--- config.mk ---
export PLATFORM = sky130hd
export DESIGN_NAME = fpimm_loader
export DESIGN_NICKNAME = d
export VERILOG_FILES = /design/src/rtl/fpimm_pkg.sv /design/src/rtl/fpimm_lzc.sv /design/src/rtl/fpimm_widen.sv /design/src/rtl/fpimm_narrow.sv /design/src/rtl/fpimm_loader.sv
export SDC_FILE = /design/constraint.sdc
export NUM_CORES = 1
export LEC_CHECK = 0
export BUFFER_PORTS_ARGS = -buffer_cell sky130_fd_sc_hd__buf_4
export CAP_MARGIN = 20
export CORE_UTILIZATION = 48
export DETAILED_ROUTE_END_ITERATION = 8
export GPL_TIMING_DRIVEN = 0
export PLACE_DENSITY = 0.79
export SLEW_MARGIN = 20
export SYNTH_ARGS = -nofsm -noshare
export SYNTH_HDL_FRONTEND = slang
export SYNTH_SLANG_ARGS = --single-unit
--- constraint.sdc ---
create_clock -name clk -period 8.5 [get_ports clk]
set_input_delay 0.425 -clock clk [delete_from_list [all_inputs] [get_ports clk]]
set_output_delay 0.425 -clock clk [all_outputs]
set_load 0.01 [all_outputs]
--- src/rtl/fpimm_pkg.sv ---
package fpimm_pkg;

    localparam int SP_W  = 32;
    localparam int SP_E  = 8;
    localparam int SP_F  = 23;
    localparam int DP_W  = 64;
    localparam int DP_E  = 11;
    localparam int DP_F  = 52;
    localparam int IMM_W = 16;

    localparam int SP_BIAS   = (1 << (SP_E - 1)) - 1;
    localparam int DP_BIAS   = (1 << (DP_E - 1)) - 1;
    localparam int BIAS_DIFF = DP_BIAS - SP_BIAS;
    localparam int PAD_W     = DP_F - SP_F;
    localparam int DN_HI     = BIAS_DIFF;
    localparam int DN_LO     = BIAS_DIFF - SP_F + 1;

    typedef enum logic {
        OP_LOAD_HI   = 1'b0,
        OP_INSERT_LO = 1'b1
    } fpimm_op_e;

    typedef struct packed {
        logic            vld;
        logic [DP_W-1:0] res;
    } fpimm_state_t;

endpackage

--- src/rtl/fpimm_lzc.sv ---
module fpimm_lzc #(
    parameter int W = 23,
    localparam int CW = $clog2(W + 1)
) (
    input  logic [W-1:0]  vec,
    output logic [CW-1:0] cnt
);

    logic [W:0] clear_above;

    assign clear_above[W] = 1'b1;

    genvar i;
    generate
        for (i = W - 1; i >= 0; i--) begin : g_scan
            assign clear_above[i] = clear_above[i+1] & ~vec[i];
        end
    endgenerate

    always_comb begin
        cnt = '0;
        for (int k = 0; k < W; k++) begin
            cnt = cnt + CW'(clear_above[W-1-k] ? 1 : 0);
        end
    end

endmodule

--- src/rtl/fpimm_widen.sv ---
module fpimm_widen
    import fpimm_pkg::*;
(
    input  logic [SP_W-1:0] sp,
    output logic [DP_W-1:0] dp
);

    localparam int LZW = $clog2(SP_F + 1);

    logic              sgn;
    logic [SP_E-1:0]   ex;
    logic [SP_F-1:0]   fr;
    logic [LZW-1:0]    lz;
    logic [SP_F-1:0]   nfr;
    logic [LZW:0]      shamt;
    logic [DP_E-1:0]   dex;

    assign sgn = sp[SP_W-1];
    assign ex  = sp[SP_W-2 -: SP_E];
    assign fr  = sp[SP_F-1:0];

    fpimm_lzc #(.W(SP_F)) u_lzc (
        .vec (fr),
        .cnt (lz)
    );

    always_comb begin
        shamt = {1'b0, lz} + (LZW+1)'(1);
        nfr   = fr << shamt;
        dex   = '0;
        dp    = '0;
        if (ex == '0) begin
            if (fr == '0) begin
                dp = {sgn, {(DP_W-1){1'b0}}};
            end else begin
                dex = DP_E'(BIAS_DIFF) - DP_E'(lz);
                dp  = {sgn, dex, nfr, {PAD_W{1'b0}}};
            end
        end else if (ex == '1) begin
            dp = {sgn, {DP_E{1'b1}}, fr, {PAD_W{1'b0}}};
        end else begin
            dex = DP_E'(ex) + DP_E'(BIAS_DIFF);
            dp  = {sgn, dex, fr, {PAD_W{1'b0}}};
        end
    end

endmodule

--- src/rtl/fpimm_narrow.sv ---
module fpimm_narrow
    import fpimm_pkg::*;
(
    input  logic [DP_W-1:0] dp,
    output logic [SP_W-1:0] sp
);

    logic            sgn;
    logic [DP_E-1:0] ex;
    logic [DP_F-1:0] fr;
    logic [DP_F:0]   mant;
    logic [DP_F:0]   shifted;
    logic [DP_E-1:0] shamt;
    logic            in_dn;

    assign sgn  = dp[DP_W-1];
    assign ex   = dp[DP_W-2 -: DP_E];
    assign fr   = dp[DP_F-1:0];
    assign mant = {1'b1, fr};

    always_comb begin
        in_dn   = (ex >= DP_E'(DN_LO)) && (ex <= DP_E'(DN_HI));
        shamt   = DP_E'(DN_HI + 1) - ex;
        shifted = mant >> shamt;
        if (in_dn) begin
            sp = {sgn, {SP_E{1'b0}}, shifted[DP_F-1 -: SP_F]};
        end else begin
            sp = {sgn, ex[DP_E-1], ex[SP_E-2:0], fr[DP_F-1 -: SP_F]};
        end
    end

endmodule

--- src/rtl/fpimm_loader.sv ---
module fpimm_loader
    import fpimm_pkg::*;
(
    input  logic             clk,
    input  logic             rst_n,
    input  logic             in_vld,
    input  logic             in_op,
    input  logic [IMM_W-1:0] in_imm,
    input  logic [DP_W-1:0]  in_src,
    output logic             out_vld,
    output logic [DP_W-1:0]  out_res
);

    fpimm_state_t    st_d, st_q;
    fpimm_op_e       op;
    logic [SP_W-1:0] src_sp;
    logic [SP_W-1:0] pat_sp;
    logic [DP_W-1:0] pat_dp;

    assign op = fpimm_op_e'(in_op);

    fpimm_narrow u_narrow (
        .dp (in_src),
        .sp (src_sp)
    );

    always_comb begin
        if (op == OP_INSERT_LO) begin
            pat_sp = {src_sp[SP_W-1:IMM_W], in_imm};
        end else begin
            pat_sp = {in_imm, {(SP_W-IMM_W){1'b0}}};
        end
    end

    fpimm_widen u_widen (
        .sp (pat_sp),
        .dp (pat_dp)
    );

    always_comb begin
        st_d     = st_q;
        st_d.vld = in_vld;
        if (in_vld) begin
            st_d.res = pat_dp;
        end
    end

    always_ff @(posedge clk) begin
        if (!rst_n) begin
            st_q <= '0;
        end else begin
            st_q <= st_d;
        end
    end

    assign out_vld = st_q.vld;
    assign out_res = st_q.res;

endmodule

-- Word-level counts from Yosys, hierarchy flattened
Index checks and enable logic that the tools add are counted.
- register bits: 65
- latch bits: 0
- memory bits (writable): 0
- bits in read-only memories: 0
- output and inout bits: 65
- logic and storage cells: 109
- memories kept: 0
- add/sub/neg operators: 26
- $mul: 0
- divide/modulo/power cells: 0
- magnitude comparators: 2
- equality and inequality tests: 1
- shift-type cells: 2
- multiplexer cells: 28
- bitwise operators: 45
- reduce and logical (&&, ||, !) cells: 3
- operators by type and width (cell ; number):
    $mux W63 ; 3
    $add A5 B1 Y5 ; 17
    $shr A53 B11 Y52 ; 1
    $mux W32 ; 1
    $mux W31 ; 1
    $logic_not A23 Y1 ; 1
    $mux W1 ; 23
    $not A1 Y1 ; 23
    $shl A23 B6 Y23 ; 1
    $and A1 B1 Y1 ; 22
    $add A8 B10 Y11 const B ; 1
    $ge A11 B10 Y1 const B ; 1
    $le A11 B10 Y1 const B ; 1
    $sub A10 B11 Y11 const A ; 1
    $sub A10 B5 Y11 const A ; 1
    $eq A8 B8 Y1 const B ; 1
    $logic_not A8 Y1 ; 1
    $add A5 B1 Y6 const B ; 1
    $add A4 B1 Y5 ; 1
    $add A5 B5 Y5 ; 1
    $add A3 B1 Y4 ; 1
    $add A2 B1 Y3 ; 1
    $add A1 B1 Y2 ; 1
    $logic_and A1 B1 Y1 ; 1

-- Longest topological paths before layout
- depth in word-level cells: 33
- gate-level depth with buffers: 33

-- Cells and area by module
A second synthesis with hierarchy kept.
- cells, all modules: 811
- area, all modules: 7463.4 µm²
- by module, submodules not included (module ; instances ; cells an instance ; area an instance (µm²) ; seq. area each (µm²)):
    fpimm_loader ; 1 ; 243 ; 2783.9 ; 1301.2
    fpimm_narrow ; 1 ; 244 ; 1984.4 ; 0.0
    fpimm_widen ; 1 ; 241 ; 1943.1 ; 0.0
    fpimm_lzc ; 1 ; 83 ; 752.0 ; 0.0

-- Worst setup path before layout
OpenSTA, ideal clock, no wires.
- path kind: input-to-reg
- start: in in_src[53]
- end: reg st_q (netlist bit out_res[48])
- library setup time: 87 ps
- data arrival time: 9084 ps
- slack: -672 ps
- stages on the path: 31
- buffers on the path: 6
- cells stage by stage: clkbuf_1 > inv_1 > ha_1 > nor2b_1 > a2111o_1 > a41oi_1 > o31ai_1 > or2_4 > or3_4 > nor4_4 > o211ai_1 > a21o_1 > fa_1 > fa_1 > fa_1 > fa_1 > fa_1 > fa_1 > clkbuf_1 > inv_1 > clkbuf_1 > ha_1 > clkbuf_1 > clkbuf_1 > clkbuf_1 > nand3_1 > o21ai_0 > a21oi_1 > nand2_1 > o221ai_1 > o31ai_1
- longest elaborated chain between the ends: 33
- elaborated cells between the ends (all ways): 88
- classes of those cells: 24 x add/sub; 2 x order compare; 2 x shift; 28 x mux; 29 x bitwise; 3 x reduce/logical
- RTL lines (item ; RTL line ; source):
    from (decl) ; fpimm_loader.sv:9 ; input logic [DP_W-1:0] in_src,
    $sub A10 B11 Y11, or another cell as far along ; fpimm_narrow.sv:23 ; shamt = DP_E'(DN_HI + 1) - ex;
    $shr A53 B11 Y52 or $logic_and A1 B1 Y1 (tied branches) ; fpimm_narrow.sv:24, fpimm_narrow.sv:22 ;
    $mux W31 (*) ; fpimm_narrow.sv:25 ; if (in_dn) begin
    $mux W32 (*) ; fpimm_loader.sv:28 ; if (op == OP_INSERT_LO) begin
    $not A1 Y1 ; fpimm_lzc.sv:16 ; assign clear_above[i] = clear_above[i+1] & ~vec[i];
    $and A1 B1 Y1 ; fpimm_lzc.sv:16 ;
    $mux W1 or $and A1 B1 Y1 (tied branches) ; fpimm_lzc.sv:23, fpimm_lzc.sv:16 ;
    $add A1 B1 Y2, or another cell as far along ; fpimm_lzc.sv:23 ; cnt = cnt + CW'(clear_above[W-1-k] ? 1 : 0);
    [2 not listed] ; -- ;
    $add A4 B1 Y5, or another cell as far along ; fpimm_lzc.sv:23 ;
    $add A5 B1 Y5, or another cell as far along (16 in a row) ; fpimm_lzc.sv:23 ;
    $add A5 B1 Y5 or $mux W1 (tied branches) ; fpimm_lzc.sv:23 ;
    $add A5 B5 Y5 ; fpimm_lzc.sv:23 ;
    $add A5 B1 Y6 ; fpimm_widen.sv:28 ; shamt = {1'b0, lz} + (LZW+1)'(1);
    $shl A23 B6 Y23 ; fpimm_widen.sv:29 ; nfr = fr << shamt;
    $mux W63 ; fpimm_widen.sv:33 ; if (fr == '0) begin
    $mux W63 (*) ; fpimm_widen.sv:32 ; if (ex == '0) begin
    to (signal assigned) ; fpimm_loader.sv:52 ; st_q <= st_d;
    to (decl) ; fpimm_loader.sv:14 ; fpimm_state_t st_d, st_q;
Mark *: on every way between the ends. The rest lies on a longest branch, timed or not.
A chain may end at the register's enable or synchronous reset.

-- Worst setup path in the final report
- start: in in_src[57]
- end: reg st_q (netlist bit out_res[47])
Same word-level chain as after synthesis.

==> summary.txt <==
Clock latency at the later pin of the worst-skew pair -> 0.28 ns
Final Skew -> 0 ns
Share of cells above drive strength 1 -> 31.65%
Starting density of the core -> 49.41%
Total grt overflow -> 0
Synthesized area -> 4566 um^2
Post-synthesis mux area share -> 9.701%
Headroom to the max-slew limit -> 36.81%
Routed WL per cell -> 21.37 um
Worst Path Arrival -> 8.60 ns
Tcrit/Tclk final -> 98.52%
Post-route ant nets -> 0
Warnings from Yosys -> 0
Simple-gate share of the synthesized area -> 24.42%
Tightest Pin Transition -> 0.9458 ns
Status -> completed
CP delay by family, top -> adder cells
Number of CTS-inserted buffers -> 5
Post-synthesis compound-gate area fraction -> 27.35%
DP HPWL -> 13.88 mm
Root Buffer -> clkbuf_8
Final net count -> 843
Sequential area share after synthesis -> 15.35%
Worst Path Max Fanout -> 10
#FFs+latches synth -> 35
Chip height -> 99.53 um
Max-Cap Viols -> 0
Yosys cell types -> 78
Layout fillers -> 801
DR iter-0 viols -> 662
VDD IR-drop max -> 0.1104 mV
Rows -> 35
CP most frequent cell -> fa_1
Leakage power -> 2.520 nW
Setup crit end kind -> flip-flop
WP buf/inv -> 3
Max Buffers Root-to-Sink -> 2
Flop pwr share -> 16.8%
Logic pwr share -> 71.8%
Vias per cell -> 6.310
Gpl congestion -> 1.022
XOR/XNOR share of the synthesized area -> 2.028%
First-pass GRT wire length -> 27.50 mm
H-tree depth -> 2
Most common cell after layout, fill and taps aside -> buf_4
CP max stage delay -> 0.60 ns
Setup violators final -> 0
CTS tree -> built
Clock power share -> 11.4%
Final Max Slew Viols -> 0
Number of global-route vias before repair -> 4923
Top-area cell type share of the netlist area -> 15.35%
Switch Pwr -> 0.0005165 W
Port Buffers -> 70
Fmax -> 0.1194 GHz
GRT Total Usage -> 36.09%
Sw frac -> 48.13%
Core Region -> 9240 um^2
Most frequent cells in the layout -> buf_4 (120), nand2_1 (67), nor2_1 (44), dfxtp_1 (35)
Largest net degree at the start of global routing -> 13
Die Wd -> 99.53 um
Clock sink count -> 35
Setup WS pre-CTS -> -1.722 ns
Antenna diodes -> 0
Die area -> 9906 um^2
Internal -> 0.0005567 W
Hold crit path type -> input port to flip-flop
RSZ-0062 raised after global routing -> yes
Clk pin slew, worst setup/hold paths -> 0.08 ns
Post-synth ARST share -> 0%
Mapped Cells -> 607
Post-Route WL -> 18.42 mm
Min cycle time layout -> 8.374 ns
Largest family of logic cells by synthesized area -> compound AO/OA/AOI/OAI gates
CP max stage cell -> or4_4
Synth Area in Adders -> 9.866%
DRC -> 0
Synth area leader -> dfxtp_1
Area growth from synthesis to layout -> 32.83%
Syn avg cell area -> 7.522 um^2
Initial antenna violation count -> 0
Worst setup margin -> 0.1256 ns
Final hold viol count -> 0
Setup CP Type -> input port to flip-flop
EDFF count, synth -> 0
Area contributors post-synth -> dfxtp_1 (15%), fa_1 (6.6%), nand2_1 (5.8%)
PwrDens -> 177.0 nW/um^2
Worst path required time -> 8.73 ns
Post-Route Setup TNS -> 0 ns
I/O pin count -> 149
Top FF cell, synth -> dfxtp_1
CTS hold repair buffers -> 0
Pre-antenna DRT Iters -> 5
Startpoint Class -> input port
DR vias -> 5439
[cells in the mapped netlist, types with 18 or more instances]
cell,instances
buf_4,31
clkbuf_1,37
dfxtp_1,35
nor2_1,46
nor3_1,18
o21ai_0,32
nand2_1,71
inv_1,27
a21oi_1,22
nand3_1,19
a22oi_1,20
[metrics by stage]
stage	std cells	power [W]	hold slack (ns)	area, um^2	util (%)
floorplan	635	0.0006353	0.5032	4690	-
global placement	834	0.0008073	0.4777	5376	58.19
detailed placement	834	0.0008090	0.4775	5376	58.19
CTS	858	0.001016	0.4315	5846	63.26
global route	862	0.001126	0.4357	6065	65.63
finish	862	0.001073	0.4256	6065	65.63
[tightest hold or removal path, stage by stage]
cell and delay, ns:
buf_4 0.12, a22oi_1 0.06, o21ai_1 0.07
[worst paths after layout]
| path | slack [ns] | from | cells past startpoint | endpoint |
|---|---|---|---|---|
| min | 0.43 | in_imm[11] | 3 | out_res[40]$_SDFFE_PN0P_ |
| min reg2reg | 0.49 | out_res[33]$_SDFFE_PN0P_ | 2 | out_res[33]$_SDFFE_PN0P_ |
| max reg2reg | 7.75 | out_res[29]$_SDFFE_PN0P_ | 2 | out_res[29]$_SDFFE_PN0P_ |
| max | 0.13 | in_src[57] | 27 | out_res[47]$_SDFFE_PN0P_ |
[registers in the layout, summed over array words and instances (netlist names)]
signal / cells
out_res: 34
out_vld: 1
[cell type report]
type | count | area [um^2] | area share [%]
clock inverter | 3 | 20.02 | 0.3301
buffer | 71 | 469.2 | 7.737
clock buffer | 5 | 68.82 | 1.135
sequential | 35 | 700.7 | 11.55
inverter | 29 | 118.9 | 1.960
tap | 129 | 161.4 | 2.661
multi-input combinational | 497 | 3809 | 62.80
timing repair buffer | 93 | 716.9 | 11.82
[routing by layer]
metal / part of all wire (%) / GRT usage [%] / routed length, um
met5: 0 / 0 / 0
met4: 3.4 / 13.01 / 625
met1: 42 / 49.80 / 7697
met2: 44 / 55.13 / 8139
met3: 11 / 8.152 / 1956
[power by group through the flow]
stage,Sequential [W],Combinational [W],Clock [W]
2_1_floorplan,0.000188,0.000447,0
4_1_cts,0.000180,0.000712,0.000124
6_report,0.000180,0.000771,0.000122
3_5_place_dp,0.000184,0.000625,0
3_3_place_gp,0.000183,0.000624,0
5_1_grt,0.000181,0.000814,0.000131
[cells by family after synthesis]
| group | after synthesis |
|---|---|
| AND/OR/NAND/NOR | 221 |
| multiplexers | 33 |
| other | 1 |
| XOR/XNOR | 9 |
| AO/OA/AOI/OAI | 178 |
| flip-flops | 35 |
| buffers and inverters | 103 |
| adder cells (fa/ha/maj) | 27 |
[what timing repair did]
action	in CTS	in global routing
setup buffers	16	6
resized for setup	56	45
pin swaps	21	23
cloned	1	0
endpoints found under the setup margin	27	26
(Power assumes the default switching activity.)
